### src/rtl/clkSteerPkg.sv
`timescale 1ns/1ps
package clkSteerPkg;

  typedef enum logic [1:0] {
    ST_OFF = 2'd0,
    ST_A   = 2'd1,
    ST_B   = 2'd2
  } steerState_e;

  // gate enable strobes from control to the gating datapath
  typedef struct packed {
    logic enB;
    logic enA;
  } gateStrb_t;

endpackage

### src/rtl/clkSteerCtrl.sv
`timescale 1ns/1ps
module clkSteerCtrl
  import clkSteerPkg::*;
#(
  parameter int SYNC_STAGES = 2
) (
  input  logic      clkIn,
  input  logic      rstN,
  input  logic      selAsync,
  output gateStrb_t strb
);

  localparam int MSB = SYNC_STAGES - 1;

  logic [MSB:0] syncQ;
  logic [MSB:0] vldQ;
  logic         want;
  logic         syncVld;
  steerState_e  state, stateNext;

  // select synchronizer and fill tracker, both on the falling edge
  always_ff @(negedge clkIn or negedge rstN) begin
    if (!rstN) begin
      syncQ <= '0;
      vldQ  <= '0;
    end else begin
      syncQ <= {syncQ[MSB-1:0], selAsync};
      vldQ  <= {vldQ[MSB-1:0], 1'b1};
    end
  end

  assign want    = syncQ[MSB];
  assign syncVld = vldQ[MSB];

  // break-before-make sequencer
  always_comb begin
    stateNext = state;
    unique case (state)
      ST_OFF:  if (syncVld) stateNext = want ? ST_B : ST_A;
      ST_A:    if (want)    stateNext = ST_OFF;
      ST_B:    if (!want)   stateNext = ST_OFF;
      default:              stateNext = ST_OFF;
    endcase
  end

  always_ff @(negedge clkIn or negedge rstN) begin
    if (!rstN) state <= ST_OFF;
    else       state <= stateNext;
  end

  assign strb.enA = (state == ST_A);
  assign strb.enB = (state == ST_B);


  no_early_enable_chk: assert property (@(negedge clkIn) disable iff (!rstN)
    (state != ST_OFF) |-> syncVld);


  release_a_first_chk: assert property (@(negedge clkIn) disable iff (!rstN)
    (state == ST_A && want) |=> (state == ST_OFF));


  release_b_first_chk: assert property (@(negedge clkIn) disable iff (!rstN)
    (state == ST_B && !want) |=> (state == ST_OFF));


  no_direct_swap_chk: assert property (@(negedge clkIn) disable iff (!rstN)
    (state == ST_A) |=> (state != ST_B));

endmodule

### src/rtl/clkSteerGate.sv
`timescale 1ns/1ps
module clkSteerGate
  import clkSteerPkg::*;
#(
  parameter int NUM_OUT = 2
) (
  input  logic               clkIn,
  input  logic               rstN,
  input  gateStrb_t          strb,
  output logic [NUM_OUT-1:0] clkOut
);

  logic [NUM_OUT-1:0] enVec;
  logic [NUM_OUT-1:0] gateQ;

  assign enVec = {strb.enB, strb.enA};

  // enable capture only while clkIn is low: behaves as a low-transparent latch
  always_ff @(negedge clkIn or negedge rstN) begin
    if (!rstN) gateQ <= '0;
    else       gateQ <= enVec;
  end

  for (genvar g = 0; g < NUM_OUT; g++) begin : gCell
    assign clkOut[g] = clkIn & gateQ[g];
  end


  exclusive_gate_chk: assert property (@(negedge clkIn) disable iff (!rstN)
    $onehot0(gateQ));


  gap_on_handover_chk: assert property (@(negedge clkIn) disable iff (!rstN)
    ($past(gateQ) != '0 && gateQ != '0) |-> (gateQ == $past(gateQ)));

endmodule

### src/rtl/clkSteerSwitch.sv
`timescale 1ns/1ps
module clkSteerSwitch
  import clkSteerPkg::*;
#(
  parameter int SYNC_STAGES = 2
) (
  input  logic clkIn,
  input  logic rstN,
  input  logic selAsync,
  output logic clkOutA,
  output logic clkOutB
);

  gateStrb_t  strb;
  logic [1:0] clkOutVec;

  clkSteerCtrl #(.SYNC_STAGES(SYNC_STAGES)) uCtrl (
    .clkIn    (clkIn),
    .rstN     (rstN),
    .selAsync (selAsync),
    .strb     (strb)
  );

  clkSteerGate #(.NUM_OUT(2)) uGate (
    .clkIn  (clkIn),
    .rstN   (rstN),
    .strb   (strb),
    .clkOut (clkOutVec)
  );

  assign clkOutA = clkOutVec[0];
  assign clkOutB = clkOutVec[1];

endmodule

### config.mk
export PLATFORM = sky130hd
export DESIGN_NAME = clkSteerSwitch
export DESIGN_NICKNAME = d
export VERILOG_FILES = /design/src/rtl/clkSteerPkg.sv /design/src/rtl/clkSteerCtrl.sv /design/src/rtl/clkSteerGate.sv /design/src/rtl/clkSteerSwitch.sv
export SDC_FILE = /design/constraint.sdc
export NUM_CORES = 1
export LEC_CHECK = 0
export BUFFER_PORTS_ARGS = -buffer_cell sky130_fd_sc_hd__buf_2
export CAP_MARGIN = 20
export CORE_AREA = 2 2 39 41
export CTS_CLUSTER_DIAMETER = 80
export CTS_CLUSTER_SIZE = 25
export DETAILED_ROUTE_END_ITERATION = 8
export DIE_AREA = 0 0 41 43
export SLEW_MARGIN = 20
export SYNTH_ARGS = -nofsm -noshare
export SYNTH_HDL_FRONTEND = slang
export SYNTH_SLANG_ARGS = --single-unit
### constraint.sdc
create_clock -name clkIn -period 0.84 [get_ports clkIn]
set_clock_uncertainty 0.15 [all_clocks]
set_input_delay 0.126 -clock clkIn [delete_from_list [all_inputs] [get_ports clkIn]]
set_output_delay 0.126 -clock clkIn [all_outputs]
set_load 0.02 [all_outputs]
==> PnR_summary.wiki, run 1 <==
{| class="wikitable"
! Metric !! Value
|-
| Status || finished, violations left
|-
| Failing checks || negative setup slack
|-
| Layout-stage area growth over the synthesis result || 51.5%
|-
| Area of the mapped netlist || 255 µm²
|-
| WP data required || 0.56 ns
|-
| Fill cell instance count of the final layout || 146
|-
| Compound-cell area share of the yosys netlist || 0
|-
| Post-CTS clock slew at the launch and capture registers of the worst setup and hold paths || 0.04 ns
|-
| Ant. Diodes || 0
|-
| Placed instance count || 38
|-
| Final wirelength || 422 µm
|-
| Finished layout cell area || 387 µm²
|-
| Initial DRC count || 3
|-
| Leading cell type in the layout, fill and taps excluded || sky130_fd_sc_hd__dfrtn_1
|-
| Worst ir drop on vdd || 1.22 mV
|-
| Routed WL per cell || 9.17 µm
|-
| Number of standard-cell rows in the floorplan || 14
|-
| DP HPWL || 268 µm
|-
| Cell Chain, Critical Path || and2_4 -> buf_6
|-
| Largest family of logic cells by synthesized area || simple AND/OR/NAND/NOR gates
|-
| I/O pin count || 5
|-
| Post-synthesis instance total || 17
|-
| Adder-cell area share of the yosys netlist || 0
|-
| Number of standard cells in the layout, taps in and fillers out || 46
|-
| Buf+Inv Stages, Crit Path || 1
|-
| Pins Over Slew Limit || 0
|-
| Total grt overflow || 0
|-
| Unrepaired setup endpoints after global routing || true
|-
| Average size of a mapped cell || 15.0 µm²
|-
| Initial Utilization || 0.184
|-
| Setup Viol. Count Final || 6
|-
| Core area || 1380 µm²
|-
| Net count of the mapped netlist || 20
|-
| Basic-gate share of the synthesized area counting and, or, nand and nor cells || 0.201
|-
| Xor-xnor portion of the synthesized cell area || 0
|-
| Tot Pwr || 1.14 mW
|-
| Routability congestion estimate from global placement || 0.656
|-
| Share of synthesized area occupied by flip-flops and latches || 0.784
|-
| Setup WS post-layout || -0.859 ns
|-
| Most frequent cells in the layout || sky130_fd_sc_hd__dfrtn_1, sky130_fd_sc_hd__clkbuf_4, sky130_fd_sc_hd__buf_6
|-
| Detail-routed via count per cell || 3.78
|-
| Worst min-delay path category || input pin to flop
|-
| Die area || 1760 µm²
|-
| CP max FO || 1
|-
| Startpoint type of the worst setup path || flop
|-
| YS warnings || 0
|-
| Count of different cell masters after synthesis || 8
|-
| Largest net degree at the start of global routing || 9
|-
| Count of input and output buffers || 4
|-
| Cell family with most CP delay || flip-flops
|-
| Total power divided by cell area || 2960 nW/µm²
|-
| DR vias || 174
|-
| Initial antenna violation count || 0
|-
| Remaining design rule violation count || 0
|-
| Hold slack final || 0.0121 ns
|-
| Multiplexer share of the synthesized area || 0
|-
| Clock insertion delay at the later pin of the skew report || 0.38 ns
|-
| Worst slack at placement || -0.494 ns
|-
| Share of layout cells above drive strength 1 || 0.500
|-
| Maximum single-stage delay on the critical path || 0.38 ns
|-
| GRT Total Usage || 0.0897
|-
| Number of nets with antenna violations after routing || 0
|-
| Leakage power summed over all cells || 0.192 nW
|-
| CTS tree || done
|-
| Total cell area at the placement stage || 308 µm²
|-
| Max-capacitance violation count || 0
|-
| Post-CTS setup repair buffer count || 0
|-
| DR pass1 iterations || 2
|-
| Die boundary height || 43 µm
|-
| Register bit total from synthesis || 8
|-
| Yosys top cell area share || 0.784
|-
| Cell type of the slowest stage on the worst timing path || sky130_fd_sc_hd__dfrtn_1
|-
| Global-route wire length before repair || 745 µm
|-
| Critical path class || flop to output port
|-
| Number of nets in the layout || 35
|-
| Via count of the first global-routing pass || 235
|-
| Biggest area contributors in the synthesized netlist || sky130_fd_sc_hd__dfrtn_1, sky130_fd_sc_hd__and2_1, sky130_fd_sc_hd__nor3b_2, sky130_fd_sc_hd__and2b_1, sky130_fd_sc_hd__nor2_1
|-
| Nature of the critical path endpoint || output port
|-
| Area leader, netlist || sky130_fd_sc_hd__dfrtn_1
|-
| Setup slack of the worst register-to-register path || -0.09 ns
|-
| Final count of hold timing violations || 0
|-
| Signal arrival time at the worst endpoint || 1.42 ns
|-
| Die Wd || 41 µm
|}
-- cells by family after synthesis --
family,Yosys count
and+or+nand+nor,8
other,1
DFF,8
-- sequential cells by signal, summed over array words and instances, names as in the netlist --
| signal | cells |
|---|---|
| uCtrl.syncQ | 2 |
| uGate.gateQ | 2 |
| uCtrl.vldQ | 2 |
| uCtrl.state | 2 |
-- power by group --
group / internal [mW] / total [mW] / switching [mW] / leakage (nW)
sequential: 0.415 / 0.429 / 0.0139 / 0.0989
combinational: 0.0229 / 0.0389 / 0.0160 / 0.0393
clock: 0.439 / 0.676 / 0.237 / 0.0533
-- metal layers --
metal  vias up  part of all wire  global-route usage
met1        82              0.32              0.0507
met4         0             0.026               0.167
met5         -                 0                   0
met2        10              0.51              0.0750
met3         3              0.14               0.126
li1         79                 -                   -
-- Yosys cell counts --
cell and n:
sky130_fd_sc_hd__and2b_1 1, sky130_fd_sc_hd__and2_1 2, sky130_fd_sc_hd__nor3_1 1, sky130_fd_sc_hd__nor2b_1 1
sky130_fd_sc_hd__nor3b_2 1, sky130_fd_sc_hd__conb_1 1, sky130_fd_sc_hd__dfrtn_1 8, sky130_fd_sc_hd__nor2_1 2
-- metrics by stage --
step           setup TNS [ns]  utilization
4_1_cts                 -1.84        0.277
5_1_grt                 -2.03        0.279
2_1_floorplan          -0.817            -
3_3_place_gp            -1.14        0.222
3_5_place_dp            -1.22        0.222
6_report                -1.86        0.279
-- path summary, 6_finish.rpt --
check / cells after the start / to / from
max in group asynchronous: 2 / uCtrl.vldQ[0] / rstN
min in group asynchronous: 2 / uCtrl.state[0] / rstN
max: 2 / clkOutB / uGate.gateQ[1]
min: 1 / uCtrl.syncQ[0] / selAsync
min reg2reg: 0 / uCtrl.syncQ[1] / uCtrl.syncQ[0]
max reg2reg: 1 / uGate.gateQ[1] / uCtrl.state[0]
-- final cells by class --
class	instances	area, µm²	area share
Clock buffer	9	75.1	0.194
Timing Repair Buffer	4	31.3	0.0809
Tap cell	16	20.0	0.0518
Sequential cell	8	200	0.518
Multi-Input combinational cell	9	60.1	0.155
-- repair_timing --
item / in CTS / in global routing
setup endpoints to repair: 6 / 8
pin swaps: 0 / 0
hold buffers: 1 / 0
hold endpoints to repair: 8 / 0
gates resized for setup: 4 / 1
No activity file was read; power rests on OpenSTA's default activity.
==> run 2: changes to the inputs <==
--- a/config.mk
+++ b/config.mk
@@ -12,6 +12,7 @@
 export CTS_CLUSTER_SIZE = 25
 export DETAILED_ROUTE_END_ITERATION = 8
 export DIE_AREA = 0 0 41 43
+export PLACE_DENSITY = 0.42
 export SLEW_MARGIN = 20
 export SYNTH_ARGS = -nofsm -noshare
 export SYNTH_HDL_FRONTEND = slang
==> PnR_summary.wiki, run 2 (same netlist as run 1, synthesis figures left out) <==
{| class="wikitable"
! Metric !! Value
|-
| Leading cell type in the layout, fill and taps excluded || sky130_fd_sc_hd__dfrtn_1
|-
| Die Wd || 41 µm
|-
| Post-CTS setup repair buffer count || 0
|-
| Post-CTS clock slew at the launch and capture registers of the worst setup and hold paths || 0.04 ns
|-
| Ant. Diodes || 0
|-
| Leakage power summed over all cells || 0.192 nW
|-
| Final wirelength || 365 µm
|-
| Cell type of the slowest stage on the worst timing path || sky130_fd_sc_hd__dfrtn_1
|-
| Launch instance of the worst min-delay path || selAsync
|-
| Largest net degree at the start of global routing || 9
|-
| Number of nets with antenna violations after routing || 0
|-
| Die boundary height || 43 µm
|-
| Routability congestion estimate from global placement || 0.612
|-
| Final count of hold timing violations || 0
|-
| Core area || 1380 µm²
|-
| Sequential share of power || 0.378
|-
| Via count of the first global-routing pass || 185
|-
| Initial Utilization || 0.184
|-
| Unrepaired setup endpoints after global routing || true
|-
| GRT Total Usage || 0.0884
|-
| Critical path origin || uGate.gateQ[0]
|-
| Total power divided by cell area || 2860 nW/µm²
|-
| Max-capacitance violation count || 0
|-
| Worst slack at placement || -0.482 ns
|-
| Power Internal || 0.879 mW
|-
| Failing checks || negative setup slack
|-
| Placed instance count || 38
|-
| Startpoint type of the worst setup path || flop
|-
| CP max FO || 1
|-
| Initial antenna violation count || 0
|-
| Count of input and output buffers || 4
|-
| Layout-stage area growth over the synthesis result || 55.4%
|-
| Switching portion of total power || 0.227
|-
| Status || finished, violations left
|-
| CTS tree || done
|-
| Total grt overflow || 0
|-
| Quantity of hold-fixing buffers added after cts || 1
|-
| Number of standard-cell rows in the floorplan || 14
|-
| Maximum single-stage delay on the critical path || 0.38 ns
|-
| Setup Viol. Count Final || 6
|-
| Clock network power share || 0.585
|-
| Global-route wire length before repair || 703 µm
|-
| Die area || 1760 µm²
|-
| DR pass1 iterations || 1
|-
| Detail-routed via count per cell || 3.46
|-
| Reg-to-reg critical path startpoint || uCtrl.state[0]
|-
| Initial DRC count || 0
|-
| Logic gate share of total power || 0.037
|-
| Number of nets in the layout || 35
|-
| Remaining design rule violation count || 0
|-
| Worst ir drop on vdd || 0.675 mV
|-
| Clock insertion delay at the later pin of the skew report || 0.38 ns
|-
| Cell Chain, Critical Path || and2_4 -> buf_6
|-
| Pins Over Slew Limit || 0
|-
| Setup WS post-layout || -0.844 ns
|-
| Worst min-delay path category || input pin to flop
|-
| WP data required || 0.56 ns
|-
| Nature of the critical path endpoint || output port
|-
| Critical path class || flop to output port
|-
| Finished layout cell area || 397 µm²
|-
| I/O pin count || 5
|-
| Signal arrival time at the worst endpoint || 1.41 ns
|-
| Number of standard cells in the layout, taps in and fillers out || 46
|-
| Sw Pwr || 0.258 mW
|-
| Most frequent cells in the layout || sky130_fd_sc_hd__dfrtn_1, sky130_fd_sc_hd__clkbuf_4, sky130_fd_sc_hd__buf_6
|-
| Share of layout cells above drive strength 1 || 0.600
|-
| DR vias || 159
|-
| Total cell area at the placement stage || 308 µm²
|-
| Routed WL per cell || 7.93 µm
|}
run 2: path summary, 6_finish.rpt:
path | to | slack (ns) | cells past startpoint
max | clkOutA | -0.84 | 2
min | uCtrl.syncQ[0] | 0.01 | 1
max reg2reg | uGate.gateQ[1] | -0.10 | 1
min reg2reg | uCtrl.vldQ[1] | 0.15 | 0
max in group asynchronous | uGate.gateQ[0] | 0.07 | 2
min in group asynchronous | uGate.gateQ[1] | 0.28 | 2
run 2: repair_timing:
item | in CTS | in global routing
resized for setup | 4 | 4
endpoints found under the setup margin | 6 | 8
pin swaps | 0 | 2
hold endpoints to repair | 9 | 1
run 2: routing by layer:
| layer | vias up | routed length [µm] | GRT usage |
|---|---|---|---|
| met5 | - | 0 | 0 |
| met4 | 0 | 0 | 0.213 |
| met3 | 0 | 43 | 0.0942 |
| met2 | 7 | 175 | 0.0469 |
| met1 | 74 | 146 | 0.0736 |
| li1 | 78 | - | - |
run 2: critical path: cells and delay by family, from the launching register on:
family | cells | cell delay [ns]
and+or+nand+nor | 1 | 0.13
DFF | 1 | 0.38
buffers and inverters | 1 | 0.10
run 2: through the flow:
stage	setup TNS (ns)	total power, mW	hold slack (ns)	util
finish	-1.84	1.14	0.0115	0.287
global route	-2.07	1.24	-0.0201	0.287
CTS	-1.84	1.18	-0.00534	0.277
detailed placement	-1.18	0.544	0.135	0.222
global placement	-1.18	0.543	0.136	0.222
floorplan	-0.817	0.508	-0.00816	-
run 2: layout make-up:
| class | count | area [µm²] |
|---|---|---|
| Tap cell | 16 | 20.0 |
| Clock buffer | 9 | 75.1 |
| Multi-Input combinational cell | 9 | 70.1 |
| Sequential cell | 8 | 200 |
| Timing Repair Buffer | 4 | 31.3 |
| Fill cell | 149 | 987 |
run 2: power by group through the flow:
stage	registers (mW)	logic, mW	clock network [mW]
final	0.430	0.0419	0.665
after detailed placement	0.432	0.0341	0.0778
after floorplan	0.430	0.0151	0.0625
after global routing	0.432	0.0482	0.762
after CTS	0.426	0.0383	0.711
after global placement	0.432	0.0330	0.0778
==> run 3: changes to the inputs <==
--- a/config.mk
+++ b/config.mk
@@ -12,7 +12,7 @@
 export CTS_CLUSTER_SIZE = 25
 export DETAILED_ROUTE_END_ITERATION = 8
 export DIE_AREA = 0 0 41 43
-export PLACE_DENSITY = 0.42
+export PLACE_DENSITY = 0.41
 export SLEW_MARGIN = 20
 export SYNTH_ARGS = -nofsm -noshare
 export SYNTH_HDL_FRONTEND = slang
==> constraint.sdc (replaced) <==
create_clock -name clkIn -period 1.65 [get_ports clkIn]
set_clock_uncertainty 0.15 [all_clocks]
set_input_delay 0.2475 -clock clkIn [delete_from_list [all_inputs] [get_ports clkIn]]
set_output_delay 0.2475 -clock clkIn [all_outputs]
set_load 0.02 [all_outputs]
==> PnR_summary.wiki, run 3 (same netlist as run 1, synthesis figures left out) <==
{| class="wikitable"
! Metric !! Value
|-
| Die Wd || 41 µm
|-
| Initial antenna violation count || 0
|-
| Clock network power share || 0.598
|-
| Startpoint type of the worst setup path || flop
|-
| Most frequent cells in the layout || sky130_fd_sc_hd__dfrtn_1, sky130_fd_sc_hd__clkbuf_4
|-
| Reg2reg path depth || 1
|-
| Reg-to-reg critical path startpoint || uCtrl.state[0]
|-
| Status || finished, violations left
|-
| Initial DRC count || 0
|-
| Fill cell instance count of the final layout || 143
|-
| Remaining design rule violation count || 0
|-
| Leading cell type in the layout, fill and taps excluded || sky130_fd_sc_hd__dfrtn_1
|-
| CTS tree || done
|-
| Total power divided by cell area || 1570 nW/µm²
|-
| Core area || 1380 µm²
|-
| Share of layout cells above drive strength 1 || 0.500
|-
| Leakage power summed over all cells || 0.181 nW
|-
| Logic gate share of total power || 0.024
|-
| DR pass1 iterations || 1
|-
| Worst ir drop on vdd || 0.366 mV
|-
| CP max FO || 1
|-
| Failing checks || negative setup slack
|-
| Worst min-delay path category || flop to flop
|-
| Max-capacitance violation count || 0
|-
| Clock insertion delay at the later pin of the skew report || 0.37 ns
|-
| Die area || 1760 µm²
|-
| Number of nets in the layout || 33
|-
| Global-route wire length before repair || 710 µm
|-
| Switching portion of total power || 0.231
|-
| Total grt overflow || 0
|-
| Number of standard-cell rows in the floorplan || 14
|-
| Sequential share of power || 0.378
|-
| Area taken by flip-flops and latches || 200 µm²
|-
| Pins Over Slew Limit || 0
|-
| I/O pin count || 5
|-
| Launch instance of the worst min-delay path || uCtrl.vldQ[0]
|-
| Post-CTS clock slew at the launch and capture registers of the worst setup and hold paths || 0.04 ns
|-
| Multi-input logic area || 60.1 µm²
|-
| Sw Pwr || 0.133 mW
|-
| Final count of hold timing violations || 0
|-
| Critical path class || flop to output port
|-
| Unrepaired setup endpoints after global routing || true
|-
| Hold slack final || 0.148 ns
|-
| Maximum single-stage delay on the critical path || 0.38 ns
|-
| Die boundary height || 43 µm
|-
| Cell Chain, Critical Path || and2_4 -> buf_6
|-
| Power Internal || 0.441 mW
|-
| Cell type of the slowest stage on the worst timing path || sky130_fd_sc_hd__dfrtn_1
|-
| DR vias || 159
|-
| Ant. Diodes || 0
|-
| Setup WS post-layout || -0.562 ns
|-
| Routability congestion estimate from global placement || 0.576
|-
| Layout-stage area growth over the synthesis result || 43.1%
|-
| Post-CTS setup repair buffer count || 0
|-
| WP data required || 1.25 ns
|-
| Setup Viol. Count Final || 4
|-
| Critical path origin || uGate.gateQ[0]
|-
| Setup slack of the worst register-to-register path || 0.71 ns
|-
| Initial Utilization || 0.184
|-
| Via count of the first global-routing pass || 211
|-
| Worst slack at placement || -0.206 ns
|-
| Signal arrival time at the worst endpoint || 1.81 ns
|-
| Hold Crit Depth || 0
|-
| GRT Total Usage || 0.0832
|-
| Detail-routed via count per cell || 3.61
|-
| Nature of the critical path endpoint || output port
|-
| DP HPWL || 232 µm
|-
| Routed WL per cell || 8.59 µm
|-
| Largest net degree at the start of global routing || 9
|-
| Final wirelength || 378 µm
|-
| Count of input and output buffers || 4
|-
| Number of nets with antenna violations after routing || 0
|}
## run 3: changes by cell type in the layout (fill, tap and decap cells not counted)
cell	delta
sky130_fd_sc_hd__nor3_2	-1
sky130_fd_sc_hd__nor2_1	+2
sky130_fd_sc_hd__buf_6	-1
sky130_fd_sc_hd__nor2_2	-2
sky130_fd_sc_hd__nor3_1	+1
sky130_fd_sc_hd__dlygate4sd3_1	-1
## run 3: metal layers
metal / global-route usage / wire length (µm)
met5: 0 / 0
met1: 0.0598 / 135
met3: 0.0838 / 53
met2: 0.0656 / 189
met4: 0.180 / 0
## run 3: timing repair
action / 4_1_cts / 5_1_grt
endpoints found under the setup margin: 4 / 4
pin swaps: 0 / 0
resized for setup: 4 / 0
hold buffers: 0 / 0
## run 3: power by group through the flow
| stage | combinational, mW | clock [mW] | sequential [mW] |
|---|---|---|---|
| floorplan | 0.00767 | 0.0318 | 0.219 |
| global route | 0.0165 | 0.376 | 0.219 |
| finish | 0.0137 | 0.343 | 0.217 |
| CTS | 0.0144 | 0.360 | 0.217 |
| detailed placement | 0.0142 | 0.0396 | 0.221 |
| global placement | 0.0138 | 0.0396 | 0.220 |
## run 3: final timing paths
| kind | to |
|---|---|
| worst max-delay path | clkOutA |
| max in group asynchronous | uCtrl.state[0] |
| worst max register to register | uGate.gateQ[1] |
| worst min-delay path | uCtrl.vldQ[1] |
| worst min register to register | uCtrl.vldQ[1] |
| min in group asynchronous | uCtrl.state[1] |
## run 3: layout make-up
type,instances,share of cell area
timing repair buffer,2,0.0274
multi-input combinational,9,0.164
tap,16,0.0548
clock buffer,9,0.205
sequential,8,0.548
## run 3: critical path, delay by kind of cell (launching register included)
family / cells / cell delay, ns
flops: 1 / 0.38
simple gates: 1 / 0.13
buf+inv: 1 / 0.10
## run 3: stage by stage
step	setup TNS, ns	power, mW	cells	instance area [µm²]	util
final	-1.12	0.574	44	365	0.264
after CTS	-1.14	0.592	44	365	0.264
after detailed placement	-0.406	0.274	37	300	0.217
after floorplan	-0.189	0.258	17	260	-
after global placement	-0.395	0.274	37	300	0.217
after global routing	-1.18	0.612	44	365	0.264
